### src/rtl/edo_seq.sv
module edo_seq #(
  parameter int CLK_NS    = 10,
  parameter int T_RAH_NS  = 10,
  parameter int T_RCD_NS  = 20,
  parameter int T_RAS_NS  = 60,
  parameter int T_RP_NS   = 40,
  parameter int T_CAS_NS  = 10,
  parameter int T_CP_NS   = 10,
  parameter int T_PC_NS   = 40,
  parameter int T_RASP_NS = 100000,
  parameter int T_DH_NS   = 15,
  parameter int T_RAC_NS  = 60,
  parameter int T_CAC_NS  = 15,
  parameter int T_AA_NS   = 30,
  parameter int T_OE_NS   = 15,
  parameter int T_OFF_NS  = 15
) (
  input  logic        clk,
  input  logic        rst_n,
  input  logic        req,
  input  logic        we,
  input  logic [19:0] addr,
  input  logic [1:0]  be,
  input  logic [15:0] wdata,
  output logic        ready,
  output logic        rvalid,
  output logic [15:0] rdata,
  input  logic        ref_req,
  output logic        ref_gnt,
  output logic [9:0]  dram_a,
  output logic        dram_ras_n,
  output logic [1:0]  dram_cas_n,
  output logic        dram_we_n,
  output logic        dram_oe_n,
  output logic [15:0] dram_dq_out,
  output logic        dram_dq_oe,
  input  logic [15:0] dram_dq_in
);

  function automatic int cyc(input int ns);
    int c;
    c = (ns + CLK_NS - 1) / CLK_NS;
    return (c < 1) ? 1 : c;
  endfunction

  localparam int N_RAH  = cyc(T_RAH_NS);
  localparam int N_RCD  = cyc(T_RCD_NS);
  localparam int N_RAS  = cyc(T_RAS_NS);
  localparam int N_RP   = cyc(T_RP_NS);
  localparam int N_CAS  = cyc(T_CAS_NS);
  localparam int N_CP   = cyc(T_CP_NS);
  localparam int N_PC   = cyc(T_PC_NS);
  localparam int N_RASP = cyc(T_RASP_NS);
  localparam int N_DH   = cyc(T_DH_NS);
  localparam int N_RAC  = cyc(T_RAC_NS);
  localparam int N_CAC  = cyc(T_CAC_NS);
  localparam int N_AA   = cyc(T_AA_NS);
  localparam int N_OE   = cyc(T_OE_NS);
  localparam int N_OFF  = cyc(T_OFF_NS);
  localparam int N_GUARD = N_PC + N_CP + N_OFF + N_CAS + N_DH + N_RAC + N_CAC + N_AA + N_OE + 4;
  localparam int N_LIM0  = N_RASP - N_GUARD;
  localparam int N_LIM   = (N_LIM0 > N_RAS) ? N_LIM0 : N_RAS;
  localparam int CW      = $clog2(N_RASP + 1) + 1;

  localparam logic [CW-1:0] M_RAH  = CW'(N_RAH - 1);
  localparam logic [CW-1:0] M_RCD  = CW'(N_RCD - 1);
  localparam logic [CW-1:0] M_RAS  = CW'(N_RAS - 1);
  localparam logic [CW-1:0] M_RP   = CW'(N_RP - 1);
  localparam logic [CW-1:0] M_CAS  = CW'(N_CAS - 1);
  localparam logic [CW-1:0] M_CP   = CW'(N_CP - 1);
  localparam logic [CW-1:0] M_PC   = CW'(N_PC - 1);
  localparam logic [CW-1:0] M_DH   = CW'(N_DH - 1);
  localparam logic [CW-1:0] M_RAC  = CW'(N_RAC - 1);
  localparam logic [CW-1:0] M_CAC  = CW'(N_CAC - 1);
  localparam logic [CW-1:0] M_AA   = CW'(N_AA - 1);
  localparam logic [CW-1:0] M_OE   = CW'(N_OE - 1);
  localparam logic [CW-1:0] M_OFF  = CW'(N_OFF - 1);
  localparam logic [CW-1:0] M_LIM  = CW'(N_LIM - 1);
  localparam logic [CW-1:0] K_RASP = CW'(N_RASP);

  typedef enum logic [2:0] {
    S_IDLE, S_ASR, S_RAH, S_COL, S_CASL, S_PAGE, S_PRE, S_REF
  } st_t;

  st_t st, st_n;
  logic [CW-1:0] cnt, ras_cnt, col_cnt, pc_cnt, hi_cnt, off_cnt;
  logic [9:0]    row_q, col_q;
  logic          wr_q, pend;
  logic [1:0]    be_q;

  function automatic logic [CW-1:0] inc(input logic [CW-1:0] v);
    return (v == '1) ? v : v + 1'b1;
  endfunction

  wire row_hit = (addr[19:10] == row_q);
  wire closing = ref_req || (ras_cnt >= M_LIM);
  assign ready   = (st == S_IDLE && !ref_req) || (st == S_PAGE && !pend && !closing);
  assign ref_gnt = (st == S_REF);
  wire take   = req && ready;
  wire wr_nx  = take ? we : wr_q;
  wire ras_ok = ras_cnt >= M_RAS;
  wire cas_go = (ras_cnt >= M_RCD) && (pc_cnt >= M_PC) && (hi_cnt >= M_CP)
                && (wr_q ? dram_dq_oe : 1'b1);
  wire rd_ok  = (cnt >= M_CAC) && (cnt >= M_OE) && (ras_cnt >= M_RAC) && (col_cnt >= M_AA);
  wire cas_ok = (cnt >= M_CAS) && (wr_q ? (cnt >= M_DH) : rd_ok);
  wire rd_end = (st == S_CASL) && (st_n == S_PAGE) && !wr_q;
  wire low_nx = (st_n == S_RAH) || (st_n == S_COL) || (st_n == S_CASL) || (st_n == S_PAGE);
  wire col_nx = (st_n == S_COL) || (st_n == S_CASL);

  always_comb begin
    st_n = st;
    unique case (st)
      S_IDLE: if (ref_req) st_n = S_REF;
              else if (req) st_n = S_ASR;
      S_ASR:  st_n = S_RAH;
      S_RAH:  if (cnt >= M_RAH) st_n = S_COL;
      S_COL:  if (cas_go) st_n = S_CASL;
      S_CASL: if (cas_ok) st_n = S_PAGE;
      S_PAGE: if (take && row_hit) st_n = S_COL;
              else if ((take || pend || closing) && ras_ok) st_n = S_PRE;
      S_PRE:  if (cnt >= M_RP) st_n = pend ? S_ASR : S_IDLE;
      S_REF:  if (!ref_req) st_n = S_IDLE;
      default: st_n = S_IDLE;
    endcase
  end

  always_ff @(posedge clk or negedge rst_n) begin
    if (!rst_n) begin
      st <= S_IDLE;
      cnt <= '0; ras_cnt <= '0; col_cnt <= '0;
      pc_cnt <= '1; hi_cnt <= '1; off_cnt <= '1;
      row_q <= '0; col_q <= '0; wr_q <= 1'b0; be_q <= 2'b00; pend <= 1'b0;
      dram_a <= '0; dram_ras_n <= 1'b1; dram_cas_n <= 2'b11;
      dram_we_n <= 1'b1; dram_oe_n <= 1'b1;
      dram_dq_out <= '0; dram_dq_oe <= 1'b0;
      rvalid <= 1'b0; rdata <= '0;
    end else begin
      st      <= st_n;
      cnt     <= (st_n != st) ? '0 : inc(cnt);
      ras_cnt <= (st == S_ASR) ? '0 : inc(ras_cnt);
      col_cnt <= (st_n == S_COL && st != S_COL) ? '0 : inc(col_cnt);
      pc_cnt  <= (st_n == S_CASL && st != S_CASL) ? '0 : inc(pc_cnt);
      hi_cnt  <= (st == S_CASL) ? '0 : inc(hi_cnt);
      off_cnt <= (st == S_CASL && !wr_q) ? '0 : inc(off_cnt);
      if (take) begin
        row_q <= addr[19:10];
        col_q <= addr[9:0];
        wr_q  <= we;
        be_q  <= be;
        dram_dq_out <= wdata;
      end
      if (take && st == S_PAGE && !row_hit) pend <= 1'b1;
      else if (st == S_PRE && st_n == S_ASR) pend <= 1'b0;
      if (st_n == S_ASR)
        dram_a <= take ? addr[19:10] : row_q;
      else if (st_n == S_COL && st != S_COL)
        dram_a <= take ? addr[9:0] : col_q;
      dram_ras_n <= !low_nx;
      dram_cas_n <= (st_n == S_CASL) ? ~be_q : 2'b11;
      dram_we_n  <= !(wr_nx && col_nx);
      dram_oe_n  <= !(!wr_nx && st_n == S_CASL);
      dram_dq_oe <= wr_nx && col_nx && (dram_dq_oe || off_cnt >= M_OFF);
      rvalid     <= rd_end;
      if (rd_end) rdata <= dram_dq_in & {{8{be_q[1]}}, {8{be_q[0]}}};
    end
  end

  a_r2_cas_within_ras: assert property (@(posedge clk) disable iff (!rst_n)
    (dram_cas_n != 2'b11) |-> !dram_ras_n);
  a_r3_ras_low_min: assert property (@(posedge clk) disable iff (!rst_n)
    $rose(dram_ras_n) |-> ($past(ras_cnt) >= M_RAS));
  a_r6_write_drives: assert property (@(posedge clk) disable iff (!rst_n)
    (dram_cas_n != 2'b11 && !dram_we_n) |-> (dram_dq_oe && dram_oe_n));
  a_r7_rvalid_single: assert property (@(posedge clk) disable iff (!rst_n)
    rvalid |=> !rvalid);
  a_r8_no_fight: assert property (@(posedge clk) disable iff (!rst_n)
    dram_dq_oe |-> dram_oe_n);
  a_r11_page_limit: assert property (@(posedge clk) disable iff (!rst_n)
    !dram_ras_n |-> (ras_cnt < K_RASP));
  a_r12_grant_quiet: assert property (@(posedge clk) disable iff (!rst_n)
    ref_gnt |-> (dram_ras_n && dram_cas_n == 2'b11 && !dram_dq_oe && !ready));

endmodule

### config.mk
export PLATFORM = sky130hd
export DESIGN_NAME = edo_seq
export DESIGN_NICKNAME = d
export VERILOG_FILES = /design/src/rtl/edo_seq.sv
export SDC_FILE = /design/constraint.sdc
export NUM_CORES = 1
export LEC_CHECK = 0
export CAP_MARGIN = 20
export CORE_MARGIN = 1
export CORE_UTILIZATION = 57
export CTS_BUF_LIST = sky130_fd_sc_hd__clkbuf_4 sky130_fd_sc_hd__clkbuf_8
export CTS_CLUSTER_DIAMETER = 200
export DETAILED_ROUTE_END_ITERATION = 16
export PLACE_DENSITY = 0.83
export SYNTH_ARGS = -nofsm -noshare
export SYNTH_HDL_FRONTEND = slang
export SYNTH_SLANG_ARGS = --single-unit
### constraint.sdc
create_clock -name clk -period 2.9 [get_ports clk]
set_input_delay 0.58 -clock clk [delete_from_list [all_inputs] [get_ports clk]]
set_output_delay 0.58 -clock clk [all_outputs]
set_load 0.05 [all_outputs]
==> Yosys cells after proc, flatten, opt, wreduce, memory -nomap -nowiden <==
Cells that the tools add are included.
{ "word_totals": {"reg_bits": 166, "latchBits": 0, "ram_bits": 0, "mem_bits_ro": 0, "input_bits": 59, "output_inout_bits": 51, "word_cells": 144, "mem_count": 0} }
{ "op_classes": {"n_addsub": 6, "multipliers": 0, "div_mod_pow": 0, "magnitude_cmp": 10, "eq_ne": 28, "n_shift": 0, "muxes": 33, "bitwise_logic": 2, "reduce_logical": 44} }
{ "op_table": {"columns": ["op", "n"], "rows": [
  ["$mux 15", 12],
  ["$add 15x1->15 const B", 6],
  ["$eq 15x15->1 const B", 6],
  ["$ge 15x1->1 const B", 5],
  ["$ge 15x2->1 const B", 3],
  ["$mux 10", 4],
  ["$mux 3", 9],
  ["$pmux 3 s8", 1],
  ["$logic_and 1x1->1", 23],
  ["$eq 3x3->1 const B", 6],
  ["$and 16x16->16", 1],
  ["$ge 15x14->1 const B", 1],
  ["$ge 15x3->1 const B", 1],
  ["$eq 3x2->1 const B", 4],
  ["$eq 10x10->1", 1],
  ["$logic_not 1->1", 9],
  ["$logic_or 1x1->1", 9],
  ["$eq 3x1->1 const B", 2],
  ["$mux 1", 6],
  ["$ne 2x1->1 const B", 3],
  ["$ne 2x2->1 const B", 3],
  ["$reduce_bool 2->1", 2],
  ["$logic_not 3->1", 1],
  ["$ne 3x2->1 const B", 1],
  ["4 further kinds", 4]
]} }

==> Longest topological paths before layout <==
Gate-level depths: netlist of the first run.
{ "logic_depth": {"depth_word": 17, "mapped_depth": 13, "ltp_nobuf": 10} }

==> Worst setup path before layout of the first run <==
OpenSTA, ideal clock, no wires.
{ "synth_path": {"path_kind": "input -> output", "start": "input port ref_req", "end": "output port ready", "t_arrival_ns": 2.286, "required_ns": 2.320, "slack_ns": 0.034, "cell_stages": 4, "n_path_buf": 0, "cell_sequence": "nor3_1 > nand3_1 > or2_2 > o21ai_0"} }
{ "synth_between": {"elab_chain_cells": 4, "elab_cells_between_ends": 6, "classes_between": "6 x reduce/logical"} }
{ "synth_lines": {"columns": ["element", "line", "rtl"], "rows": [
  ["from (decl)", "28", "input logic ref_req,"],
  ["$logic_or 1x1->1", "96", "wire closing = ref_req || (ras_cnt >= M_LIM);"],
  ["$logic_not 1->1", "97", "assign ready = (st == S_IDLE && !ref_req) || (st == S_PAGE && !pend && !closing);"],
  ["$logic_and 1x1->1", "97", null],
  ["$logic_or 1x1->1 *", "97", null],
  ["to (decl)", "25", "output logic ready,"]
]} }
Every way passes the cells marked *; elsewhere a longest branch is shown, timed or not.

==> Final worst setup path of the first run <==
Ends and elaborated chain as after synthesis.

==> impl_results.md, run 1 <==
- CTS sink cnt: 151
- Via density: 5.76
- Synth cell types: 56
- Total Wirelength: 17800 um
- Post-Syn Area: 7510 um^2
- Net Switching: 4.28 mW
- Max Clock Freq: 356 MHz
- Setup_tns: 0 ns
- Final hold violation count: 0
- Relative slew margins: 37.1%
- Tmin final: 2.81 ns
- Most frequent cells after synthesis: dfrtp_1, nor2_1, nand2_1
- Clk Latency, worst-skew pair: 0.48 ns
- Layout Cells excl Fill: 1047
- Critical path fanouts, max: 3
- Critical Path AT: 2.23 ns
- Int Power: 5.77 mW
- Status: completed
- Worst path cell trace: clkdlybuf4s50_1 > nor3_1 > nand3_1 > or2_2 > o21ai_0 > buf_4 > buf_12
- Share of the synthesized area in the top cell type: 38.7%
- Die Area: 13600 um^2
- Top cell type by total area after synthesis: dfrtp_1
- Final ANT Viol Nets: 0
- Number of synthesis warnings: 0
- Leakage: 3.98 nW
- Routed length per instance: 17.0 um
- Grt total ovfl: 0
- Layout cells sized above 1: 19.3%
- Clock power share: 18.3%
- Worst Setup End Kind: output pin
- Crit path max-delay family: buffers and inverters
- CTS clk-pin slew, worst paths: 0.09 ns
- Port bufs: 109
- Initial core utilization: 59.0%
- Vias in the first global route: 6015
- Max IR drop VDD: 1.01 mV
- Worst Skew: 0.0160 ns
- Drt pass-1 iters: 5
- Sw frac: 42.6%
- Total track usage: 27.7%
- Worst Hold Class: in -> async
- Most frequent cell after synthesis: dfrtp_1
- # IOs: 110
- Synth Flop Type: dfrtp_1
- GP Congestion: 0.895
- Fin. max-slew vios: 0
- Final nets: 931
- CTS Buf Count: 17
- Worst-case clock buffer depth: 2
- Flop pwr share: 35.4%
- Ys async rst share: 100%
- CP max-delay cell: clkdlybuf4s50_1
- Seq/Total Area, Yosys: 50.9%
- CP Launch Type: primary input
- Clock root cell: clkbuf_8
- Syn Nets: 794
- Number of flops mapped to enable cells by yosys: 0
- Buf/Inv on CP: 3
- Initial drt markers: 413
- Largest net degree at the start of global routing: 58
- Post-route clock period utilization: 96.9%
- Reg-to-reg startpoint: ras_cnt[1]
- PD cells: 1050 nW/um^2
- Initial antenna violation count: 0
- Synth-to-Final Area Change: 27.1%
- Crit Reg-Reg Endpoint: dram_a[0]
- Synthesis-stage register bit count: 151
- R2r worst-path depth: 10
- Hold_ws: 0.0466 ns
- Syn Area/Cell: 10.4 um^2
- Routed via count: 6026
- Placed cell count: 1012
- Antenna Cells: 0
- Max-cap violation count: 0
- First-pass GRT wire length: 28800 um
- CTS tree: yes
- H-tree Lvls: 4
- Final setup vio count: 0
- Comb pwr share: 46.2%
- Die H: 117 um
- Worst Max-Slew Pin Slew: 0.939 ns
- Post-DP HPWL: 12400 um
- WS Path Type: in -> out
- Core area: 12700 um^2
- Largest stage delay on the critical path: 0.44 ns
- Post-Syn Instances: 725
- Synth area leaders: dfrtp_1, dfstp_2, mux2_2, nor2_1, xor2_1
- Chip width: 117 um
- Worst EP required: 2.32 ns
- Reg-to-reg setup timing slack: 0.13 ns
- Number of remaining DRC errors: 0
- Row count: 41
power by group through the flow:
stage               registers [mW]  logic (mW)  clock network (mW)
finish                        3.56        4.65                1.84
global route                  3.64        5.01                1.94
CTS                           3.54        4.56                1.87
detailed placement            3.56        4.52                   0
global placement              3.52        4.40                   0
floorplan                     4.31        2.13                   0
cell usage in the layout, fill, tap and decap left out, types with 5 or more instances in the layout:
cell type / netlist / routed
dfrtp_1: 116 / 115
clkdlybuf4s50_1: 0 / 107
nor2_1: 76 / 76
nand2_1: 51 / 51
inv_1: 43 / 43
nand4_1: 43 / 43
mux2_2: 38 / 38
dfstp_2: 35 / 35
buf_4: 0 / 33
nor3_1: 33 / 32
xor2_1: 32 / 32
xnor2_1: 31 / 31
nand3_1: 22 / 22
mux2i_1: 18 / 18
nor4_1: 18 / 17
clkbuf_8: 0 / 17
and3_1: 16 / 16
o21ai_0: 14 / 14
a21oi_1: 14 / 14
ha_1: 10 / 10
and4_1: 9 / 9
and2_1: 8 / 7
or3_1: 7 / 7
buf_12: 0 / 7
o311ai_2: 4 / 6
inv_6: 0 / 5
routing by layer:
layer | wire length [um] | GRT usage [%] | vias up
met5 | 0 | 0 | -
met4 | 309 | 10.1 | 0
met3 | 707 | 6.69 | 29
met2 | 9140 | 45.9 | 142
met1 | 7670 | 35.5 | 3022
li1 | - | - | 2833
cells by family after synthesis:
family          after synthesis  share of synthesized area (%)
flops                       151                           50.9
mux                          56                           8.10
fa+ha+maj                    10                           1.67
simple gates                304                           21.0
xor+xnor                     63                           7.35
compound gates               68                           6.85
buf+inv                      73                           4.12
worst max path at each step:
| stage | slack, ns | cells after the start | from | endpoint |
|---|---|---|---|---|
| after floorplan | 0.03 | 4 | ref_req | ready |
| after global placement | -0.04 | 9 | addr[17] | dram_a[3] |
| after detailed placement | -0.19 | 10 | addr[12] | rdata[12] |
| after CTS | 0.009 | 10 | ras_cnt[1] | dram_a[0] |
| after global routing | -0.02 | 7 | ref_req | ready |
| final | 0.09 | 7 | ref_req | ready |
flip-flops by register name, summed over array words and instances (netlist names):
name / cells
dram_oe_n: 1
dram_we_n: 1
ras_cnt: 15
st: 3
dram_a: 10
pc_cnt: 15
off_cnt: 15
col_q: 10
dram_dq_oe: 1
rdata: 16
row_q: 10
col_cnt: 15
cnt: 15
dram_ras_n: 1
be_q: 2
pend: 1
dram_dq_out: 16
rvalid: 1
dram_cas_n: 2
wr_q: 1
stage by stage:
step / power [mW] / instance area (um^2) / util [%] / setup WS [ns]
3_3_place_gp: 7.92 / 9040 / 71.0 / -0.0360
2_1_floorplan: 6.44 / 7510 / - / 0.0336
6_report: 10.1 / 9550 / 75.0 / 0.0902
5_1_grt: 10.6 / 9550 / 75.0 / -0.0205
3_5_place_dp: 8.08 / 9040 / 71.0 / -0.187
4_1_cts: 9.96 / 9490 / 74.6 / 0.00941
repair_timing:
action / in CTS / in global routing
hold buffers: 0 / 0
setup endpoints to repair: 0 / 55
resized for setup: 0 / 8
buffers inserted: 0 / 3
cell type report:
cell class              count  area, um^2
flip-flops and latches    151        3820
well taps                 172         215
clock buffers              17         234
clock inverters            15         215
inverters                  43         161
fillers                   902        3180
multi-input cells         501        3430
repair buffers            148        1470
(Power assumes the default switching activity.)
==> inputs of run 2 (changes only) <==
Settings changed: CORE_MARGIN 1 to 3.
==> run 2 against run 1 <==
Worst setup slack better by 0.043 ns; largest cell class unchanged; non-clock buffer count decreased by 1; first-iteration DRC count is 3.1% higher; clock skew decreased by 0.0044 ns; cell count is essentially flat; global-route usage is 1.8 points lower; critical path depth grew 3; count of clock-buffer cells in the layout grew 1; highest routed layer unchanged; via count increased by 1.2%; largest power group unchanged; utilization is 0.82 points lower.
==> impl_results.md, run 2 (same netlist as run 1, synthesis figures left out) <==
- Status: completed (unchanged)
- Routed length per instance: 17.4 um (was 17.0 um)
- Worst Skew: 0.0116 ns (was 0.0160 ns)
- Leading cell type in the layout, fill and taps excluded: dfrtp_1 (unchanged)
- Critical path fanouts, max: 14 (was 3)
- Top flop regs: dram_dq_out: 16 flops, rdata: 16 flops (unchanged)
- Area of the multi-input gates: 3440 um^2 (was 3430 um^2)
- Final ANT Viol Nets: 0 (unchanged)
- Die Area: 14600 um^2 (was 13600 um^2)
- Port bufs: 109 (unchanged)
- Initial drt markers: 426 (was 413)
- Worst Hold Class: in -> async (unchanged)
- CP Launch Type: register (was primary input)
- Total Wirelength: 18200 um (was 17800 um)
- Die H: 121 um (was 117 um)
- Grt total ovfl: 0 (unchanged)
- # IOs: 110 (unchanged)
- CTS clk-pin slew, worst paths: 0.08 ns (was 0.09 ns)
- GP Congestion: 0.855 (was 0.895)
- Tmin final: 2.77 ns (was 2.81 ns)
- CP max-delay cell: or4_4 (was clkdlybuf4s50_1)
- Final setup vio count: 0 (unchanged)
- Drt pass-1 iters: 5 (unchanged)
- Grt met2 use: 43.8% (was 45.9%)
- Final core utilization: 74.2% (was 75.0%)
- Worst path cell trace: inv_1 > ha_1 > o31ai_2 > nand4_1 > nor2_2 > o22ai_2 > or4_4 > and3_1 > buf_12 > o311ai_1 (was clkdlybuf4s50_1 > nor3_1 > nand3_1 > or2_2 > o21ai_0 > buf_4 > buf_12)
- Max Clock Freq: 361 MHz (was 356 MHz)
- PD cells: 1030 nW/um^2 (was 1050 nW/um^2)
- Max-cap violation count: 0 (unchanged)
- Clock root cell: clkbuf_8 (unchanged)
- Area post-placement: 9040 um^2 (unchanged)
- GR Util met3: 5.75% (was 6.69%)
- Most frequent cells in the layout: dfrtp_1, clkdlybuf4s50_1, nor2_1 (unchanged)
- Final hold violation count: 0 (unchanged)
- Critical Path AT: 3.12 ns (was 2.23 ns)
- CTS sink cnt: 151 (unchanged)
- Initial antenna violation count: 0 (unchanged)
- Design area: 9480 um^2 (was 9550 um^2)
- M1 GR Usage: 33.2% (was 35.5%)
- Worst-case clock buffer depth: 2 (unchanged)
- Row count: 41 (unchanged)
- Number of remaining DRC errors: 0 (unchanged)
- Post-DP HPWL: 12900 um (was 12400 um)
- Fin. max-slew vios: 0 (unchanged)
- H-tree Lvls: 4 (unchanged)
- Vias in the first global route: 6211 (was 6015)
- Register area: 3820 um^2 (about the same)
- Worst EP required: 3.26 ns (was 2.32 ns)
- Layout fillers: 836 (was 902)
- Relative slew margins: 32.2% (was 37.1%)
- First-pass GRT wire length: 30100 um (was 28800 um)
- CTS Buf Count: 17 (unchanged)
- Final nets: 930 (was 931)
- Gr busiest metal: met2 (unchanged)
- Core area: 12800 um^2 (was 12700 um^2)
- Largest stage delay on the critical path: 0.56 ns (was 0.44 ns)
- Chip width: 121 um (was 117 um)
- Worst Max-Slew Pin Slew: 1.01 ns (was 0.939 ns)
- Layout cells sized above 1: 19.5% (was 19.3%)
- Worst Setup End Kind: register (was output pin)
- Post-route clock period utilization: 95.4% (was 96.9%)
- CTS tree: yes (unchanged)
- WS Path Type: reg -> reg (was in -> out)
- Max IR drop VDD: 0.713 mV (was 1.01 mV)
- Largest net degree at the start of global routing: 71 (was 58)
- Initial core utilization: 58.8% (was 59.0%)
- Clk Latency, worst-skew pair: 0.46 ns (was 0.48 ns)
- Antenna Cells: 0 (unchanged)
- Synth-to-Final Area Change: 26.2% (was 27.1%)
- Routed via count: 6099 (was 6026)
- Leakage: 3.94 nW (was 3.98 nW)
- Via density: 5.83 (was 5.76)
- Total track usage: 25.9% (was 27.7%)
run 2: cell count changes in the layout (fill, tap and decap cells not counted), moves of 2 or more:
cell and delta:
inv_6 -3, clkinv_4 +2, clkinv_2 +3, bufinv_16 -3
run 2: critical path: cells and delay by family, from the launching register on:
family	cells	cell delay, ns
AND/OR/NAND/NOR	4	1.14
AO/OA/AOI/OAI	3	0.63
adder cells (fa/ha/maj)	1	0.22
flip-flops	1	0.42
buffers and inverters	2	0.26
run 2: area by class of cell:
type                    instances  share of cell area, %
flip-flops and latches        151                   40.3
multi-input cells             501                   36.3
repair buffers                147                   15.4
clock buffers                  18                   2.61
well taps                     172                   2.27
inverters                      43                   1.70
clock inverters                14                   1.35
run 2: layer usage:
layer | vias up | part of all wire (%)
met5 | - | 0
met1 | 3075 | 42
li1 | 2832 | -
met3 | 30 | 4.1
met2 | 162 | 53
met4 | 0 | 1.6
run 2: metrics by stage:
stage               TNS (ns)  hold slack (ns)  setup WS (ns)  total power, mW  cells
floorplan                  0            0.284         0.0336             6.44    725
global placement       -5.55            0.480         -0.141             7.98   1012
detailed placement     -5.30            0.485         -0.153             8.15   1012
CTS                        0            0.124        0.00521             9.72   1044
global route         -0.0178            0.157        -0.0111             10.4   1046
finish                     0            0.118          0.133             9.80   1046
run 2: repair_timing:
| action | in CTS | in global routing |
|---|---|---|
| resized for setup | 1 | 9 |
| endpoints found under the setup margin | 4 | 57 |
| gates cloned | 0 | 0 |
| hold buffers | 0 | 0 |
| buffers inserted | 0 | 2 |
| pin swaps | 0 | 3 |
run 2: worst paths after layout:
kind	startpoint	to	cells after the start	slack (ns)
max	ras_cnt[1]	dram_a[0]	10	0.13
min	rst_n	dram_dq_out[4]	1	0.12
max reg2reg	ras_cnt[1]	dram_a[0]	10	0.13
min reg2reg	col_q[1]	col_q[1]	1	0.50
max in group asynchronous	rst_n	dram_ras_n	2	1.93
min in group clk	col_q[1]	col_q[1]	1	0.50
run 2: where the power goes:
part / internal [mW] / leakage, nW / total [mW] / switching, mW
Combinational: 1.95 / 1.92 / 4.72 / 2.77
Clock: 0.703 / 0.181 / 1.51 / 0.811
Sequential: 2.88 / 1.84 / 3.57 / 0.682
